### config.mk
export PLATFORM = sky130hd
export DESIGN_NAME = hcc_bank
export DESIGN_NICKNAME = d
export VERILOG_FILES = /design/src/rtl/hcc_pkg.sv /design/src/rtl/hcc_lsb_gen.sv /design/src/rtl/hcc_seq.sv /design/src/rtl/hcc_col.sv /design/src/rtl/hcc_bank.sv
export SDC_FILE = /design/constraint.sdc
export NUM_CORES = 2
export LEC_CHECK = 0
export BUFFER_PORTS_ARGS = -buffer_cell sky130_fd_sc_hd__buf_2
export CAP_MARGIN = 25
export CORE_MARGIN = 4
export CORE_UTILIZATION = 35
export CTS_BUF_LIST = sky130_fd_sc_hd__clkbuf_16
export CTS_CLUSTER_SIZE = 24
export DETAILED_ROUTE_END_ITERATION = 10
export GPL_ROUTABILITY_DRIVEN = 0
export GPL_TIMING_DRIVEN = 0
export HOLD_SLACK_MARGIN = 0.05
export PLACE_DENSITY = 0.53
export SYNTH_ARGS = -nofsm -noshare
export SYNTH_HDL_FRONTEND = slang
export SYNTH_HIERARCHICAL = 1
export SYNTH_SLANG_ARGS = --single-unit
export TNS_END_PERCENT = 100
### constraint.sdc
create_clock -name clk_cnt -period 12.2 [get_ports clk_cnt]
set_clock_uncertainty 0.05 [all_clocks]
set_input_delay 0.61 -clock clk_cnt [delete_from_list [all_inputs] [get_ports clk_cnt]]
set_output_delay 0.61 -clock clk_cnt [all_outputs]
set_load 0.05 [all_outputs]
### src/rtl/hcc_pkg.sv
package hcc_pkg;
   // Encoding used on the shared low-order broadcast bus.
   typedef enum logic [0:0] {
      BC_BIN  = 1'b0,
      BC_GRAY = 1'b1
   } bcast_e;
endpackage

### src/rtl/hcc_lsb_gen.sv
module hcc_lsb_gen
   import hcc_pkg::*;
#(
   parameter int     LSB_W = 5,
   parameter bcast_e ENC   = BC_GRAY
) (
   input  logic             clk,
   input  logic             rst_n,
   input  logic             clr,
   input  logic             run,
   output logic [LSB_W-1:0] lo_bus,
   output logic             wrap
);
   localparam logic [LSB_W-1:0] ONE_LO = LSB_W'(1);

   logic [LSB_W-1:0] bin_q;
   logic [LSB_W-1:0] bin_nxt;

   always_comb begin
      bin_nxt = bin_q;
      if (clr)      bin_nxt = '0;
      else if (run) bin_nxt = bin_q + ONE_LO;
   end

   always_ff @(posedge clk or negedge rst_n) begin
      if (!rst_n) bin_q <= '0;
      else        bin_q <= bin_nxt;
   end

   // Wrap pulse accompanies the broadcast value that precedes roll-over.
   assign wrap = run && (bin_q == '1);

   generate
      if (ENC == BC_GRAY) begin : g_gray
         logic [LSB_W-1:0] gray_q;
         always_ff @(posedge clk or negedge rst_n) begin
            if (!rst_n) gray_q <= '0;
            else        gray_q <= bin_nxt ^ (bin_nxt >> 1);
         end
         assign lo_bus = gray_q;
      end else begin : g_bin
         assign lo_bus = bin_q;
      end
   endgenerate
endmodule

### src/rtl/hcc_seq.sv
module hcc_seq #(
   parameter int MSB_W = 10
) (
   input  logic clk,
   input  logic rst_n,
   input  logic start,
   input  logic wrap,
   output logic busy,
   output logic done,
   output logic last
);
   localparam logic [MSB_W-1:0] ONE_HI = MSB_W'(1);

   logic [MSB_W-1:0] epoch_q;

   assign last = busy && wrap && (epoch_q == '1);

   always_ff @(posedge clk or negedge rst_n) begin
      if (!rst_n) begin
         busy    <= 1'b0;
         done    <= 1'b0;
         epoch_q <= '0;
      end else if (start) begin
         busy    <= 1'b1;
         done    <= 1'b0;
         epoch_q <= '0;
      end else if (last) begin
         busy    <= 1'b0;
         done    <= 1'b1;
      end else if (busy && wrap) begin
         epoch_q <= epoch_q + ONE_HI;
      end
   end
endmodule

### src/rtl/hcc_col.sv
module hcc_col
   import hcc_pkg::*;
#(
   parameter int     LSB_W = 5,
   parameter int     MSB_W = 10,
   parameter bcast_e ENC   = BC_GRAY,
   localparam int    CODE_W = LSB_W + MSB_W
) (
   input  logic              clk,
   input  logic              rst_n,
   input  logic              clr,
   input  logic              run,
   input  logic              last,
   input  logic              wrap,
   input  logic [LSB_W-1:0]  lo_bus,
   input  logic              cmp,
   output logic [CODE_W-1:0] code,
   output logic              sat
);
   localparam logic [MSB_W-1:0] ONE_HI = MSB_W'(1);

   logic [MSB_W-1:0] hi_q;
   logic [LSB_W-1:0] cap_q;
   logic [LSB_W-1:0] cap_bin;
   logic             frz_q;
   logic             sat_q;

   always_ff @(posedge clk or negedge rst_n) begin
      if (!rst_n) begin
         hi_q  <= '0;
         cap_q <= '0;
         frz_q <= 1'b0;
         sat_q <= 1'b0;
      end else if (clr) begin
         hi_q  <= '0;
         cap_q <= '0;
         frz_q <= 1'b0;
         sat_q <= 1'b0;
      end else if (run && !frz_q && !sat_q) begin
         if (cmp) begin
            frz_q <= 1'b1;
            cap_q <= lo_bus;
         end else if (last) begin
            sat_q <= 1'b1;
         end else if (wrap) begin
            hi_q  <= hi_q + ONE_HI;
         end
      end
   end

   generate
      if (ENC == BC_GRAY) begin : g_dec
         always_comb begin
            for (int i = 0; i < LSB_W; i++) cap_bin[i] = ^(cap_q >> i);
         end
      end else begin : g_pass
         assign cap_bin = cap_q;
      end
   endgenerate

   always_comb begin
      if (sat_q)      code = '1;
      else if (frz_q) code = {hi_q, cap_bin};
      else            code = '0;
   end
   assign sat = sat_q;
endmodule

### src/rtl/hcc_bank.sv
module hcc_bank
   import hcc_pkg::*;
#(
   parameter int     N_COLS = 64,
   parameter int     LSB_W  = 5,
   parameter int     MSB_W  = 10,
   parameter bcast_e ENC    = BC_GRAY,
   localparam int    CODE_W = LSB_W + MSB_W
) (
   input  logic                     clk_cnt,
   input  logic                     rst_n,
   input  logic                     conv_start,
   input  logic [N_COLS-1:0]        cmp_in,
   output logic [N_COLS*CODE_W-1:0] col_code,
   output logic [N_COLS-1:0]        col_sat,
   output logic                     conv_busy,
   output logic                     conv_done
);
   generate
      if (N_COLS < 1)   begin : g_bad_cols $error("N_COLS must be at least 1"); end
      if (LSB_W < 1)    begin : g_bad_lsb  $error("LSB_W must be at least 1"); end
      if (MSB_W < 1)    begin : g_bad_msb  $error("MSB_W must be at least 1"); end
      if (CODE_W > 30)  begin : g_bad_code $error("LSB_W+MSB_W must not exceed 30"); end
   endgenerate

   logic [LSB_W-1:0] lo_bus;
   logic             wrap;
   logic             last;

   hcc_lsb_gen #(.LSB_W(LSB_W), .ENC(ENC)) lsb_i (
      .clk    (clk_cnt),
      .rst_n  (rst_n),
      .clr    (conv_start),
      .run    (conv_busy),
      .lo_bus (lo_bus),
      .wrap   (wrap)
   );

   hcc_seq #(.MSB_W(MSB_W)) seq_i (
      .clk   (clk_cnt),
      .rst_n (rst_n),
      .start (conv_start),
      .wrap  (wrap),
      .busy  (conv_busy),
      .done  (conv_done),
      .last  (last)
   );

   generate
      for (genvar c = 0; c < N_COLS; c++) begin : g_col
         hcc_col #(.LSB_W(LSB_W), .MSB_W(MSB_W), .ENC(ENC)) col_i (
            .clk    (clk_cnt),
            .rst_n  (rst_n),
            .clr    (conv_start),
            .run    (conv_busy),
            .last   (last),
            .wrap   (wrap),
            .lo_bus (lo_bus),
            .cmp    (cmp_in[c]),
            .code   (col_code[c*CODE_W +: CODE_W]),
            .sat    (col_sat[c])
         );
      end
   endgenerate
endmodule

=== After elaboration in Yosys (flattened, before gate mapping) ===
Index checks and enable logic that the tools add are counted.

* Register bits after elaboration: 1110
* Output and inout port bits: 1026
* Word-level logic and storage cells: 2331

* Add/subtract/negate cells: 66
* Equality and inequality tests: 67
* Multiplexer cells: 1033
* Bitwise logic cells: 1
* Reductions and logical operators: 903

{| class="wikitable"
|+ Operator list
! kind !! count
|-
| two-way mux 10 bit || 323
|-
| two-way mux 15 bit || 128
|-
| parity 5 bit || 320
|-
| two-way mux 5 bit || 194
|-
| adder 10 x 1 -> 10 bit, second input constant || 65
|-
| two-way mux 1 bit || 388
|-
| nonzero test 2 bit || 131
|-
| AND reduction 4 bit || 64
|-
| AND reduction 3 bit || 64
|-
| logical AND 1 bit || 131
|-
| != test 2 bit, second input constant || 65
|-
| AND reduction 2 bit || 65
|-
| zero test 1 bit || 128
|-
| == test 10 bit, second input constant || 1
|-
| adder 5 x 1 -> 5 bit, second input constant || 1
|-
| == test 5 bit, second input constant || 1
|-
| XOR 5 x 4 -> 5 bit || 1
|}

=== Logic depth before layout (Yosys ltp) ===
* Depth after elaboration: 8
* Depth in mapped cells: 12

=== Hierarchy ===
The synthesis kept the hierarchy.

{| class="wikitable"
|+ Modules (own cells, without submodules)
! module !! instances !! cells each !! area an instance (sq um) !! seq. area each (sq um)
|-
| hcc_col (g_col[0].col_i ...) || 63 || 118 || 994.7 || 425.4
|-
| hcc_col (g_col[26].col_i) || 1 || 107 || 1064.8 || 425.4
|-
| hcc_seq || 1 || 65 || 636.9 || 300.3
|-
| hcc_lsb_gen || 1 || 33 || 447.9 || 225.2
|}

=== Worst setup path before layout ===
OpenSTA, ideal clock, no wires.

* Kind: reg2reg
* Start point: register seq_i.busy
* End point: register g_col[26].col_i.hi_q[9]
* Data arrival time: 9.849 ns
* Setup slack: 2.177 ns
* Stages on the path, launching flop included: 10
* Clock period less this slack: 10.023 ns
* Path through: dfrtp_1 -> buf_4 -> and2_1 -> nand2_1 -> nor2_1 -> nand2_1 -> inv_1 -> or4b_4 -> nor4_1 -> mux2_2

* Word-level cells in the longest chain between the ends: 5
* Elaborated cells between the ends (all ways): 9

{| class="wikitable"
|+ Ends and longest elaborated chain
! what !! line !! RTL
|-
| start, declared || hcc_seq.sv:8 || <nowiki>output logic busy,</nowiki>
|-
| start signal, assigned || hcc_seq.sv:20 || <nowiki>busy <= 1'b0;</nowiki>
|-
| start signal, assigned || hcc_seq.sv:24 || <nowiki>busy <= 1'b1;</nowiki>
|-
| start signal, assigned || hcc_seq.sv:28 || <nowiki>busy <= 1'b0;</nowiki>
|-
| logical AND 1 bit || hcc_lsb_gen.sv:31 || <nowiki>assign wrap = run && (bin_q == '1);</nowiki>
|-
| net wrap || hcc_bank.sv:27 || <nowiki>logic wrap;</nowiki>
|-
| logical AND 1 bit (2 in a row) || hcc_seq.sv:16 || <nowiki>assign last = busy && wrap && (epoch_q == '1);</nowiki>
|-
| net last || hcc_bank.sv:28 || <nowiki>logic last;</nowiki>
|-
| != test 2 bit (no source line) || n/a ||
|-
| AND reduction 4 bit (no source line) || n/a ||
|-
| end signal, assigned || hcc_col.sv:46 || <nowiki>hi_q <= hi_q + ONE_HI;</nowiki>
|-
| end, declared || hcc_col.sv:22 || <nowiki>logic [MSB_W-1:0] hi_q;</nowiki>
|}

The timed path passes the listed nets, and every way through them passes these cells.
A chain may end at the register's enable or synchronous reset.

=== Worst setup path in the final report ===
* Start point: register seq_i.busy
* End point: register g_col[1].col_i.hi_q[2]

* Word-level cells in the longest chain between the ends: 5
* Elaborated cells between the ends (all ways): 9

{| class="wikitable"
|+ Ends and longest elaborated chain
! what !! line
|-
| logical AND 1 bit || hcc_lsb_gen.sv:31
|-
| net wrap || hcc_bank.sv:27
|-
| logical AND 1 bit (2 in a row) || hcc_seq.sv:16
|-
| net last || hcc_bank.sv:28
|-
| != test 2 bit (no source line) || n/a
|-
| AND reduction 4 bit (no source line) || n/a
|-
| end signal, assigned || hcc_col.sv:46
|-
| end, declared || hcc_col.sv:22
|}

The timed path passes the listed nets, and every way through them passes these cells.

==> impl_metrics.csv <==
group,metric,value,unit
status,status,"complete, no violations",
grt,use_met3,3.82,%
timing,finalMaxSlewViolations,0,
logic_synthesis,synth.mux.area_fraction,0.261,%
clock_network,cts_tree,"built",
logic_synthesis,synth_seq_cells,1109,
floorplan,io_pins,1093,
power_and_ir_drop,seqPwrFrac,43.9,%
timing,tightest_slew,0.931,ns
power_and_ir_drop,pwr-share-clk,44.7,%
worst_setup_path,worstPathRequired,12.77,ns
clock_network,insertion_delay,0.78,ns
logic_synthesis,synth_top_area_share,42.8,%
floorplan,initial_core_util,35.3,%
timing,rsz0062_at_grt,"no",
worst_setup_path,crit_arrival,5.30,ns
power_and_ir_drop,p_per_area,111,mW/mm^2
power_and_ir_drop,leakage,40.9,nW
detailed_routing,drt-wirelength-per-cell,19.4,um
timing,tns,0,ns
logic_synthesis,syn_inst,7639,
logic_synthesis,synth_edf_count,0,
logic_synthesis,ys_seq_area_share,42.8,%
grt,track_usage,22.6,%
worst_setup_path,cp-start-kind,"flip-flop",
clock_network,path_clk_slew,0.06,ns
timing,fmax,0.211,GHz
job,cap_violations,0,
worst_setup_path,critPathKind,"flip-flop to flip-flop",
grt,grt_busiest_layer,"met2",
logic_synthesis,postSynthNetCount,7773,
logic_synthesis,synth-compound-area-share,9.49,%
logic_synthesis,synth_top_family_by_area,"simple AND/OR/NAND/NOR gates",
logic_synthesis,synth_fa_ha_area_share,1.29,%
worst_setup_path,crit_path_top_delay_cell,"dfrtp_4",
timing,max_slew_margin,37.9,%
worst_setup_path,worst_setup_path_end_kind,"flip-flop",
timing,post-route-min-period,4.73,ns
floorplan,die_w,438,um
min_path,min_path_type,"input pin to flip-flop",
logic_synthesis,yosys_warnings,6,
power_and_ir_drop,peakVddDrop,0.0000808,V
power_and_ir_drop,p_sw,2.41,mW
clock_network,numCtsBuffers,140,
clock_network,htreeDepth,4,
grt,grt_overflow_total,0,
power_and_ir_drop,swShare,27.6,%
layout,final_common_cell,"nand2_1",
floorplan,die_area,0.192,mm^2
grt,gr-usage-met1,28.8,%
worst_setup_path,crit_path_max_fanout,78,
detailed_routing,vias,58600,
grt,antenna_found_initial,14,
layout,area_growth_syn_to_layout,21.5,%
worst_setup_path,crit_path_max_incr_delay,0.78,ns
grt,grt_pass1_wl,342000,um
detailed_routing,drtPass1Iterations,5,
placement,place_hpwl,163000,um
clock_network,cts_buffer_depth,3,
detailed_routing,detail-route-antenna-nets,0,
floorplan,die_h,438,um
timing,final-setup-viol-count,0,
floorplan,core,0.184,mm^2
power_and_ir_drop,p_comb_share,11.4,%
floorplan,placementRows,157,
layout,drive_gt1_share,17.3,%
clock_network,clock_sinks,1109,
worst_setup_path,cp_cell_sequence,"buf_16, buf_4, and2_4, buf_16, nand2_1, nor2_1, nand2_1, inv_8, buf_16, nor3b_2, nand3_1, xor2_1, nor2_1",
detailed_routing,drt-total-wl,223000,um
power_and_ir_drop,p_int,6.32,mW
logic_synthesis,synthXorXnorAreaFrac,10.0,%
logic_synthesis,synthFlopType,"dfrtp_1",
layout,layout.cells.most_common_list,"nand2_1 (2,213), dfrtp_1 (1,104), buf_2 (1,090), o21ai_0 (633), nor2_1 (525)",
layout,nets,9074,
logic_synthesis,syn_avg_cell_area,8.48,um^2
grt,grt_pass1_vias,57300,
timing,hold_viol_final,0,
logic_synthesis,synthSimpleGateAreaFrac,32.7,%
logic_synthesis,ys_types,55,
grt,grt_max_degree,156,
logic_synthesis,synth_async_sr_flop_share,100,%
placement,io_buffers,1092,
logic_synthesis,yosysTopAreaCell,"dfrtp_1",
layout,fin_util,42.9,%
grt,grtUsageMet2,36.3,%
detailed_routing,routed_via_density,5.09,
timing,period_share,38.8,%
worst_setup_path,critPathMostFrequentCell,"buf_16",
logic_synthesis,synth.area.top_cells,"dfrtp_1 (43%), nand2_1 (13%), xor2_1 (5.2%)",
detailed_routing,drc_errors,0,
detailed_routing,drt_iter0_drc,3518,
clock_network,root_buffer,"clkbuf_16",
logic_synthesis,syn_area,0.0648,mm^2
cells by family after synthesis:
logic type      Yosys count
buf+inv                 459
simple gates           4296
xor+xnor                640
fa+ha+maj                67
flops                  1109
mux                      15
compound gates         1053
through the flow:
| stage | hold WS [ns] | total power [mW] | instance area, um^2 | worst slack (ns) | std cells |
|---|---|---|---|---|---|
| global placement | 0.432 | 4.88 | 73400 | -15.64 | 11200 |
| CTS | 0.0503 | 8.89 | 78700 | 7.36 | 11500 |
| global route | 0.0867 | 9.11 | 78800 | 7.17 | 11500 |
| finish | 0.149 | 8.73 | 78800 | 7.47 | 11500 |
| floorplan | 0.264 | 4.52 | 64800 | 2.18 | 7639 |
| detailed placement | 0.441 | 4.89 | 74100 | 7.37 | 11200 |
worst max-delay path, delay by kind of cell (launching register included):
family / cells / cell delay (ns)
buffers and inverters: 5 / 1.85
AND/OR/NAND/NOR: 7 / 1.57
XOR/XNOR: 1 / 0.17
flip-flops: 1 / 0.78
power by group through the flow:
| stage | sequential [mW] | combinational (mW) | clock [mW] |
|---|---|---|---|
| after floorplan | 3.89 | 0.634 | 0 |
| after global placement | 3.95 | 0.925 | 0 |
| after detailed placement | 3.90 | 0.992 | 0 |
| after CTS | 3.84 | 1.01 | 4.04 |
| after global routing | 3.84 | 1.08 | 4.18 |
| final | 3.83 | 0.996 | 3.90 |
timing repair:
item,4_1_cts,5_1_grt
hold endpoints to repair,100,0
gates resized for setup,0,0
buffers inserted,0,0
hold buffers,42,0
state kept, by name (all words and copies together), names as in the netlist:
| register | count |
|---|---|
| lsb_i/lo_bus | 4 |
| seq_i/done | 1 |
| lsb_i/bin_q | 5 |
| seq_i/epoch_q | 10 |
| seq_i/busy | 1 |
| g_col.col_i/cap_q | 320 |
| g_col.col_i/sat | 64 |
| g_col.col_i/frz_q | 64 |
| g_col.col_i/hi_q | 640 |
layout make-up:
class	instances	area, um^2
fill	18500	105000
timing repair buffer	1159	6580
inverter	133	507
multi-input combinational	6071	34800
sequential	1109	27800
antenna	10	25.0
tap	2464	3080
buffer	326	1720
clock buffer	143	3580
clock inverter	106	651
synth_stat cells, types with 70 or more instances:
library cell / count
nand2b_1: 315
xnor2_1: 193
inv_1: 70
a21oi_1: 264
nor2_1: 525
clkbuf_1: 259
o21ai_0: 633
nand2_1: 2213
and2_1: 129
nand4_1: 318
or3_1: 130
xor2_1: 382
dfrtp_1: 1109
nand3_1: 255
layer usage:
metal,routed length [um],up-vias
li1,-,28400
met1,95100,28400
met2,103000,1390
met3,10800,427
met4,14000,0
met5,0,-
path summary, 6_finish.rpt:
path / endpoint / slack, ns / startpoint / depth (start not counted)
min in group asynchronous: g_col[62].col_i/hi_q[8] / 0.28 / rst_n / 2
max in group asynchronous: g_col[59].col_i/hi_q[4] / 9.24 / rst_n / 5
max: g_col[1].col_i/hi_q[2] / 7.47 / seq_i/busy / 13
max reg2reg: g_col[1].col_i/hi_q[2] / 7.47 / seq_i/busy / 13
min reg2reg: g_col[20].col_i/cap_q[0] / 0.45 / g_col[20].col_i/cap_q[0] / 2
min: g_col[45].col_i/frz_q / 0.15 / cmp_in[45] / 3
(Power assumes the default switching activity.)
